$ cat src/rtl/tx_status_pkg.sv
package tx_status_pkg;
  // free-entry level selected by a threshold code, for a given depth
  function automatic int unsigned thr_slots(logic [2:0] code, int unsigned depth);
    case (code)
      3'd0:    return depth / 8;
      3'd1:    return depth / 4;
      3'd2:    return depth / 2;
      3'd3:    return (depth * 3) / 4;
      3'd4:    return (depth * 7) / 8;
      default: return depth;
    endcase
  endfunction
endpackage

$ cat src/rtl/tx_fifo_store.sv
module tx_fifo_store #(
  parameter int DATA_W = 8,
  parameter int DEPTH  = 16,
  localparam int AW    = $clog2(DEPTH),
  localparam int OCC_W = $clog2(DEPTH + 1)
) (
  input  logic              clk_i,
  input  logic              rst_ni,
  input  logic              wr_en_i,
  input  logic [DATA_W-1:0] wr_data_i,
  input  logic              pop_ready_i,
  output logic              pop_valid_o,
  output logic [DATA_W-1:0] pop_data_o,
  input  logic              flush_i,
  output logic [OCC_W-1:0]  occ_o,
  output logic              flushing_o
);
  logic [DATA_W-1:0] mem_q [DEPTH];
  logic [AW-1:0]     wr_ptr_q, rd_ptr_q;
  logic [OCC_W-1:0]  occ_q, occ_d;
  logic              flushing_q, flushing_d;
  logic              push, pop_fire, rd_adv;

  assign pop_valid_o = (occ_q != '0) && !flushing_q;
  assign pop_data_o  = mem_q[rd_ptr_q];
  assign pop_fire    = pop_valid_o && pop_ready_i;
  assign push        = wr_en_i && (occ_q != OCC_W'(DEPTH)) && !flushing_q;
  assign rd_adv      = pop_fire || flushing_q;  // flush drains one entry a cycle
  assign occ_d       = occ_q + OCC_W'(push) - OCC_W'(rd_adv);

  always_comb begin
    if (flushing_q) flushing_d = (occ_d != '0);
    else            flushing_d = flush_i && (occ_d != '0);
  end

  always_ff @(posedge clk_i) begin
    if (push) mem_q[wr_ptr_q] <= wr_data_i;
  end

  always_ff @(posedge clk_i or negedge rst_ni) begin
    if (!rst_ni) begin
      wr_ptr_q   <= '0;
      rd_ptr_q   <= '0;
      occ_q      <= '0;
      flushing_q <= 1'b0;
    end else begin
      if (push)   wr_ptr_q <= wr_ptr_q + 1'b1;
      if (rd_adv) rd_ptr_q <= rd_ptr_q + 1'b1;
      occ_q      <= occ_d;
      flushing_q <= flushing_d;
    end
  end

  assign occ_o      = occ_q;
  assign flushing_o = flushing_q;

  AST_NO_OVERFLOW: assert property (@(posedge clk_i) disable iff (!rst_ni)
    occ_q <= OCC_W'(DEPTH));
  AST_FULL_WRITE_DROPPED: assert property (@(posedge clk_i) disable iff (!rst_ni)
    (occ_q == OCC_W'(DEPTH) && wr_en_i && !pop_ready_i && !flushing_q) |=> occ_q == OCC_W'(DEPTH));
  AST_FLUSH_NO_POP: assert property (@(posedge clk_i) disable iff (!rst_ni)
    flushing_q |-> !pop_valid_o);
endmodule

$ cat src/rtl/tx_done_track.sv
module tx_done_track #(
  parameter int CNT_W = 8
) (
  input  logic             clk_i,
  input  logic             rst_ni,
  input  logic             wr_en_i,
  input  logic             shift_done_i,
  input  logic             fifo_empty_i,
  input  logic             cnt_load_i,
  input  logic [CNT_W-1:0] cnt_val_i,
  input  logic             tc_clr_i,
  output logic             tc_o
);
  logic [CNT_W-1:0] cnt_q, sent_q;
  logic [CNT_W:0]   sent_inc;
  logic             tc_q, clr, cnt_rst, reach;

  assign clr      = tc_clr_i || wr_en_i;
  assign cnt_rst  = tc_clr_i || cnt_load_i || (wr_en_i && tc_q);
  assign sent_inc = {1'b0, sent_q} + 1'b1;
  assign reach    = (cnt_q == '0) ? fifo_empty_i : (sent_inc >= {1'b0, cnt_q});

  always_ff @(posedge clk_i or negedge rst_ni) begin
    if (!rst_ni) begin
      cnt_q  <= '0;
      sent_q <= '0;
      tc_q   <= 1'b0;
    end else begin
      if (cnt_load_i) cnt_q <= cnt_val_i;
      if (cnt_rst)                           sent_q <= '0;
      else if (shift_done_i && sent_q != '1) sent_q <= sent_inc[CNT_W-1:0];
      if (clr)                        tc_q <= 1'b0;
      else if (shift_done_i && reach) tc_q <= 1'b1;
    end
  end

  assign tc_o = tc_q;

  AST_CLEAR_WINS: assert property (@(posedge clk_i) disable iff (!rst_ni)
    clr |=> !tc_o);
  AST_ZERO_CNT_NEEDS_EMPTY: assert property (@(posedge clk_i) disable iff (!rst_ni)
    (cnt_q == '0 && !fifo_empty_i && !tc_q && !cnt_load_i) |=> !tc_o);
endmodule

$ cat src/rtl/tx_level_flags.sv
module tx_level_flags #(
  parameter int DEPTH  = 16,
  localparam int OCC_W = $clog2(DEPTH + 1)
) (
  input  logic             clk_i,
  input  logic             rst_ni,
  input  logic [OCC_W-1:0] occ_i,
  input  logic             flushing_i,
  input  logic [2:0]       thr_code_i,
  output logic             not_full_o,
  output logic             empty_o,
  output logic             thr_o
);
  import tx_status_pkg::*;
  logic [OCC_W-1:0] free_slots, level;

  assign free_slots = OCC_W'(DEPTH) - occ_i;
  assign level      = OCC_W'(thr_slots(thr_code_i, DEPTH));
  assign not_full_o = (occ_i != OCC_W'(DEPTH)) && !flushing_i;
  assign empty_o    = (occ_i == '0) && !flushing_i;
  assign thr_o      = free_slots >= level;

  AST_FLUSH_FLAGS_LOW: assert property (@(posedge clk_i) disable iff (!rst_ni)
    flushing_i |-> (!not_full_o && !empty_o));
  AST_FLAGS_RISE_TOGETHER: assert property (@(posedge clk_i) disable iff (!rst_ni)
    $fell(flushing_i) |-> (not_full_o && empty_o));
endmodule

$ cat src/rtl/tx_status_ctrl.sv
module tx_status_ctrl #(
  parameter int DATA_W = 8,
  parameter int DEPTH  = 16,
  parameter int CNT_W  = 8,
  localparam int OCC_W = $clog2(DEPTH + 1)
) (
  input  logic              clk_i,
  input  logic              rst_ni,
  input  logic              wr_en_i,
  input  logic [DATA_W-1:0] wr_data_i,
  input  logic              pop_ready_i,
  output logic              pop_valid_o,
  output logic [DATA_W-1:0] pop_data_o,
  input  logic              shift_done_i,
  input  logic              flush_i,
  input  logic              cnt_load_i,
  input  logic [CNT_W-1:0]  cnt_val_i,
  input  logic [2:0]        thr_code_i,
  input  logic              tc_clr_i,
  output logic              tc_o,
  output logic              not_full_o,
  output logic              empty_o,
  output logic              thr_o
);
  logic [OCC_W-1:0] occ;
  logic             flushing;

  tx_fifo_store #(.DATA_W(DATA_W), .DEPTH(DEPTH)) i_store (
    .clk_i, .rst_ni, .wr_en_i, .wr_data_i, .pop_ready_i, .pop_valid_o, .pop_data_o,
    .flush_i, .occ_o(occ), .flushing_o(flushing)
  );

  tx_done_track #(.CNT_W(CNT_W)) i_done (
    .clk_i, .rst_ni, .wr_en_i, .shift_done_i, .fifo_empty_i(occ == '0),
    .cnt_load_i, .cnt_val_i, .tc_clr_i, .tc_o
  );

  tx_level_flags #(.DEPTH(DEPTH)) i_flags (
    .clk_i, .rst_ni, .occ_i(occ), .flushing_i(flushing), .thr_code_i,
    .not_full_o, .empty_o, .thr_o
  );
endmodule

$ cat config.mk
export PLATFORM = sky130hd
export DESIGN_NAME = tx_status_ctrl
export DESIGN_NICKNAME = d
export VERILOG_FILES = /design/src/rtl/tx_status_pkg.sv /design/src/rtl/tx_fifo_store.sv /design/src/rtl/tx_done_track.sv /design/src/rtl/tx_level_flags.sv /design/src/rtl/tx_status_ctrl.sv
export SDC_FILE = /design/constraint.sdc
export NUM_CORES = 1
export LEC_CHECK = 0
export ABC_AREA = 1
export ABC_CLOCK_PERIOD_IN_PS = 3150
export BUFFER_PORTS_ARGS = -buffer_cell sky130_fd_sc_hd__buf_2
export CAP_MARGIN = 20
export CORE_UTILIZATION = 50
export DETAILED_ROUTE_END_ITERATION = 16
export GPL_TIMING_DRIVEN = 0
export PLACE_DENSITY = 0.67
export SLEW_MARGIN = 20
export SYNTH_ARGS = -nofsm -noshare
export SYNTH_HDL_FRONTEND = slang
export SYNTH_SLANG_ARGS = --single-unit
$ cat constraint.sdc
create_clock -name clk_i -period 3.15 [get_ports clk_i]
set_input_delay 0.315 -clock clk_i [delete_from_list [all_inputs] [get_ports clk_i]]
set_output_delay 0.315 -clock clk_i [all_outputs]
set_load 0.01 [all_outputs]
Word level (Yosys, flattened, before mapping)

Memories as Yosys holds them, arrays and structs flattened.
Cells that the tools add are included.

Shift operators: 0
Eq/ne operators: 6
$add $sub $neg: 6
Multiply operators: 0
Bitwise operators: 0
Mux-type cells: 9
Divide/modulo/power cells: 0
Order comparisons: 2
Reductions and logical operators: 22

Operators with widths:

| operator              | number |
|---|---|
| $pmux W5 S5           | 1 |
| $mux W8               | 2 |
| $logic_and A1 B1 Y1   | 10 |
| $reduce_bool A5 Y1    | 2 |
| $add A8 B1 Y9 const B | 1 |
| $ge A9 B8 Y1          | 1 |
| $add A4 B1 Y4 const B | 2 |
| $logic_not A8 Y1      | 1 |
| $ne A8 B8 Y1 const B  | 1 |
| $eq A3 B2 Y1 const B  | 2 |
| $mux W1               | 6 |
| $add A5 B1 Y5         | 1 |
| $ge A5 B5 Y1          | 1 |
| $logic_not A5 Y1      | 1 |
| $ne A5 B5 Y1 const B  | 1 |
| $sub A5 B1 Y5         | 1 |
| $sub A5 B5 Y5 const A | 1 |
| $logic_or A1 B1 Y1    | 4 |
| $reduce_bool A2 Y1    | 2 |
| $eq A3 B1 Y1 const B  | 1 |
| $eq A3 B3 Y1 const B  | 1 |
| $logic_not A3 Y1      | 1 |
| $logic_not A1 Y1      | 1 |

Input bits: 27
Latch bits: 0
Output and inout bits: 13
Bits in writable memories: 128
Word-level logic and storage cells: 53
Memory bits (read-only): 0
Bits in registers: 31
Memories kept: 1

Memory list:

| memory        | depth | bits a word | read ports | clocked after Yosys merged registers in | wr ports | line                | source |
|---|---|---|---|---|---|---|---|
| i_store.mem_q | 16    | 8           | 1          | 0                                       | 1        | tx_fifo_store.sv:18 | `logic [DATA_W-1:0] mem_q [DEPTH];` |

Longest topological paths before layout

Depth in word-level cells: 8
Gate-level depth with buffers: 16
Mapped depth without buffers: 16

By module

A second synthesis with hierarchy kept.

Cell total of the unflattened synthesis: 705
Area total of the unflattened synthesis: 7310.8 sq um

Modules (own cells, without submodules):

| module         | seq. area each (sq um) | times used | cells each | area each (sq um) |
|---|---|---|---|---|
| tx_fifo_store  | 4194.0                 | 1          | 528        | 6015.8 |
| tx_done_track  | 425.4                  | 1          | 130        | 1036.0 |
| tx_level_flags | 0.0                    | 1          | 40         | 232.7 |
| tx_status_ctrl | 0.0                    | 1          | 7          | 26.3 |

Worst setup path after synthesis

OpenSTA, ideal clock, no wires.

Path type: register -> register
Start: reg i_store.occ_q[1], in the netlist i_store.occ_o[1]
End: reg i_store.flushing_q, in the netlist i_store.flushing_o
Stages on the path, launching flop included: 15
Arrival time: 2.776 ns
Path buffers: 0
Setup slack: 0.253 ns
Setup time: 0.121 ns
Cells stage by stage: dfrtp_1 -> inv_1 -> ha_1 -> nand2_1 -> inv_1 -> ha_1 -> nor2_1 -> a21o_1 -> ha_1 -> inv_1 -> ha_1 -> fa_1 -> or3_1 -> nor3_1 -> nor2_1

Longest elaborated chain between the ends: 8

Ends and longest elaborated chain:

| what                     | line                                     | source |
|---|---|---|
| start: declaration       | tx_fifo_store.sv:20                      | `logic [OCC_W-1:0] occ_q, occ_d;` |
| start signal: assignment | tx_fifo_store.sv:44                      | `occ_q <= '0;` |
| start signal: assignment | tx_fifo_store.sv:49                      | `occ_q <= occ_d;` |
| $reduce_bool A5 Y1 (*)   | tx_fifo_store.sv:24                      | `assign pop_valid_o = (occ_q != '0) && !flushing_q;` |
| $logic_and A1 B1 Y1 (*)  | tx_fifo_store.sv:24                      |  |
| via pop_valid_o          | tx_status_ctrl.sv:12                     | `output logic pop_valid_o,` |
| $logic_and A1 B1 Y1 (*)  | tx_fifo_store.sv:26                      | `assign pop_fire = pop_valid_o && pop_ready_i;` |
| $logic_or A1 B1 Y1 (*)   | tx_fifo_store.sv:28                      | `assign rd_adv = pop_fire \|\| flushing_q;` |
| $sub A5 B1 Y5 (*)        | tx_fifo_store.sv:29                      | `assign occ_d = occ_q + OCC_W'(push) - OCC_W'(rd_adv);` |
| via i_store.occ_d[1]     | tx_fifo_store.sv:20                      |  |
| $reduce_bool A5 Y1 (*)   | tx_fifo_store.sv:32, tx_fifo_store.sv:33 |  |
| $logic_and A1 B1 Y1      | tx_fifo_store.sv:33                      | `else flushing_d = flush_i && (occ_d != '0);` |
| $mux W1 (*)              | tx_fifo_store.sv:32                      | `if (flushing_q) flushing_d = (occ_d != '0);` |
| via i_store.flushing_d   | tx_fifo_store.sv:21                      | `logic flushing_q, flushing_d;` |
| end signal: assignment   | tx_fifo_store.sv:50                      | `flushing_q <= flushing_d;` |
| end: declaration         | tx_fifo_store.sv:21                      |  |

Mark *: on every way through the listed nets, which the timed path passes. The rest lies on a longest branch.
A chain may end at the register's enable or synchronous reset.

Worst setup path after layout

Start: reg i_store.occ_q[1], in the netlist i_store.occ_o[1]
End: reg i_store.flushing_q, in the netlist i_store.flushing_o

Longest elaborated chain between the ends: 8

Ends and longest elaborated chain:

| what                                                | line |
|---|---|
| $ne A5 B5 Y1 or $reduce_bool A5 Y1 (tied branches)  | tx_fifo_store.sv:27, tx_fifo_store.sv:24 |
| $logic_and A1 B1 Y1, on equally long branches       | tx_fifo_store.sv:27, tx_fifo_store.sv:24 |
| $logic_and A1 B1 Y1, on equally long branches       | tx_fifo_store.sv:27, tx_fifo_store.sv:26 |
| $add A5 B1 Y5 or $logic_or A1 B1 Y1 (tied branches) | tx_fifo_store.sv:29, tx_fifo_store.sv:28 |
| $sub A5 B1 Y5 (*)                                   | tx_fifo_store.sv:29 |
| via i_store.occ_d[1]                                | tx_fifo_store.sv:20 |
| $reduce_bool A5 Y1 (*)                              | tx_fifo_store.sv:32, tx_fifo_store.sv:33 |
| $logic_and A1 B1 Y1                                 | tx_fifo_store.sv:33 |
| $mux W1 (*)                                         | tx_fifo_store.sv:32 |
| via i_store.flushing_d                              | tx_fifo_store.sv:21 |

Marked as above.

==> summary.md <==
| Metric | Value |
|---|---|
| Worst vdd ir | 0.479 mV |
| Reg-to-Reg Start | i_store.occ_o[1] |
| CP Max Fanout | 4 |
| Required time worst endpoint | 3470 ps |
| Status | finished, final reports clean |
| Starting DRT DRC Count | 436 |
| Post-route DRC | 0 |
| Fin cells | 845 |
| Reg2reg end | i_store.flushing_o |
| First-pass DRT Iterations | 5 |
| Reg2Reg Depth | 14 |
| Initial Util | 51.8% |
| Inst Count DP | 809 |
| CP Class | reg -> reg |
| Sequential area share after synthesis | 63.8% |
| Warnings from Yosys | 0 |
| Static leakage | 3.37 nW |
| Placed wire-length estimate | 10.8 mm |
| Syn Area/Cell | 12.3 um^2 |
| # rows | 43 |
| Worst-Skew Late Latency | 420 ps |
| Core ar. | 14,000 um^2 |
| CTS tree | done |
| Setup violators final | 0 |
| Post-DRT Antenna Nets | 0 |
| CP arrival | 3270 ps |
| Clk sink count | 159 |
| Hold Crit Class | in -> reg |
| Max cap viols | 0 |
| Worst hold path endpoint | i_done.cnt_q[7] |
| Synth Register Bits | 159 |
| Root Driver | clkbuf_16 |
| Critical Path Source Type | flip-flop |
| Port bufs | 39 |
| Ports | 40 |
| NumNets Final | 708 |
| Antenna diode count | 0 |
| Minimum hold slack | 99.8 ps |
| Total vias in the final route | 4,696 |
| HP Start | cnt_val_i[7] |
| Final period utilization | 93.8% |
| Mapped Area | 7240 um^2 |
| TritonCTS Buffers | 17 |
| Global route overflow | 0 |
| Final Hold Viols | 0 |
| Vias per cell | 5.56 |
| H-tree Lvls | 4 |
| Total power | 6.98 mW |
| DIE WIDTH | 122 um |
| Area of the die | 15,000 um^2 |
| Skew final | 5.97 ps |
| Wire length per cell | 19.1 um |
| Worst Hold Path Cells | 3 |
| Layout cell share with drive strength beyond 1 | 17.6% |
| Post-synthesis cell type count | 38 |
| Worst setup EP type | flip-flop |
| Slew Limit Fails | 0 |
| Vias in the first global route | 4,675 |
| Maximum clock path buffer count | 2 |
| Worst-Margin Slew | 871 ps |
| Slew margin rel. | 41.7% |
| Power per Cell Area | 844 nW/um^2 |
| CTS clock-pin slew for the worst setup and hold paths | 60 ps |
| DIE HEIGHT | 122 um |
| Area delta synth->final | 14.2% |
| Placer congestion estimate | 0.824 |
| Syn Inst Count | 590 |
| First-pass GRT wire length | 25.2 mm |
| Flop-to-flop setup slack | 200 ps |
| Routed WL | 16.2 mm |
| Fin crit period | 2950 ps |
| Syn nets | 646 |
| Initial antenna violation count | 0 |
| Total track usage | 23.5% |
| Largest net degree at the start of global routing | 32 |
| Max frequency | 0.338 GHz |
==> layout make-up <==
class / count / area [um^2]
fill: 1167 / 5720
sequential: 159 / 4620
multi-input combinational: 327 / 2180
clock buffer: 18 / 429
inverter: 81 / 304
timing repair buffer: 43 / 228
tap: 180 / 225
buffer: 23 / 160
clock inverter: 14 / 125
==> metal layers <==
metal / global-route usage, % / wire length, um / vias to the layer above
met4: 10.9 / 467 / 0
met2: 37.9 / 7850 / 200
met3: 4.69 / 1080 / 33
met5: 0 / 0 / -
met1: 30.7 / 6760 / 2263
li1: - / - / 2200
==> cell usage after synthesis (all sizes together) <==
| master | instances | area (um^2) |
|---|---|---|
| edfxtp | 128 | 3840 |
| inv | 80 | 300 |
| o21ai | 61 | 305 |
| nand2 | 60 | 235 |
| a21oi | 37 | 211 |
| mux2i | 32 | 320 |
| o211ai | 32 | 250 |
| dfrtp | 31 | 776 |
| nor2 | 30 | 120 |
| ha | 28 | 350 |
| buf | 18 | 141 |
| nand3 | 14 | 97.6 |
| xor2 | 13 | 114 |
| clkbuf | 5 | 18.8 |
| nand4 | 4 | 25.0 |
| o22ai | 4 | 25.0 |
| xnor2 | 3 | 26.3 |
| a21boi | 2 | 15.0 |
| nor3 | 2 | 15.0 |
| a21o | 1 | 7.51 |
| clkinv | 1 | 3.75 |
| fa | 1 | 20.0 |
| o21a | 1 | 7.51 |
| or2 | 1 | 6.26 |
| or3 | 1 | 6.26 |
==> power by group <==
group | leakage, nW | switching, mW | internal [mW] | total [mW]
combinational | 1.57 | 1.59 | 0.957 | 2.55
clock | 0.272 | 0.797 | 1.15 | 1.94
sequential | 1.53 | 0.0784 | 2.40 | 2.48
==> what timing repair did <==
item                       in CTS  in global routing
setup buffers                   0                  3
hold buffers                    1                  0
hold endpoints to repair       31                  0
resized for setup               1                  8
setup endpoints to repair       1                  1
pin swaps                       0                  1
==> cell families after synthesis <==
logic type	synth area share, %
and+or+nand+nor	6.98
xor gates and xnor gates	1.94
muxes	4.42
DFF	63.8
buffers and inverters	6.41
AOI/OAI and AO/OA	11.4
adders and majority gates	5.11
==> cells in the final DEF, fill, tap and decap left out, drive strengths merged, types with 2 or more instances in the layout <==
cell / Yosys / routed
edfxtp: 128 / 128
inv: 80 / 80
o21ai: 61 / 61
nand2: 60 / 60
buf: 18 / 60
a21oi: 37 / 37
mux2i: 32 / 32
o211ai: 32 / 32
dfrtp: 31 / 31
nor2: 30 / 30
ha: 28 / 28
clkbuf: 5 / 23
nand3: 14 / 14
xor2: 13 / 13
clkinv: 1 / 11
o22ai: 4 / 4
nand4: 4 / 4
xnor2: 3 / 3
nor3: 2 / 2
a21boi: 2 / 2
clkinvlp: 0 / 2
bufinv: 0 / 2
==> critical path, cell delays in order, from the launching register on <==
cell	delay [ps]
dfrtp_1	400
inv_2	90
ha_2	190
nand2_1	70
inv_1	70
ha_2	180
nor2_1	50
a21o_2	230
ha_1	260
inv_1	50
ha_1	180
fa_2	460
or3_4	400
nor3_2	150
nor2_1	50
==> state kept, by name, indices dropped and copies added (netlist names) <==
| register | flops |
|---|---|
| i_store.rd_ptr_q | 4 |
| i_store.wr_ptr_q | 4 |
| i_done.sent_q | 8 |
| i_done.cnt_q | 8 |
| i_store.flushing_o | 1 |
| i_done.tc_o | 1 |
| i_store.occ_o | 5 |
| i_store.mem_q | 128 |
==> worst max-delay path by stage <==
stage                startpoint            endpoint
2_1_floorplan  i_store.occ_o[1]  i_store.flushing_o
6_report       i_store.occ_o[1]  i_store.flushing_o
5_1_grt        i_store.occ_o[1]  i_store.flushing_o
4_1_cts        i_store.occ_o[2]  i_store.flushing_o
3_3_place_gp   i_store.occ_o[1]  i_store.flushing_o
3_5_place_dp   i_store.occ_o[1]  i_store.flushing_o
==> stage by stage <==
step	setup TNS (ps)	util [%]	cell area (um^2)	setup slack, ps
4_1_cts	0	58.8	8230	6.45
6_report	0	59.1	8270	195
5_1_grt	-4.43	59.1	8270	-4.43
3_3_place_gp	0	54.8	7660	36.9
3_5_place_dp	-30.7	54.8	7660	-30.7
2_1_floorplan	0	-	7240	253
(Power assumes the default switching activity.)
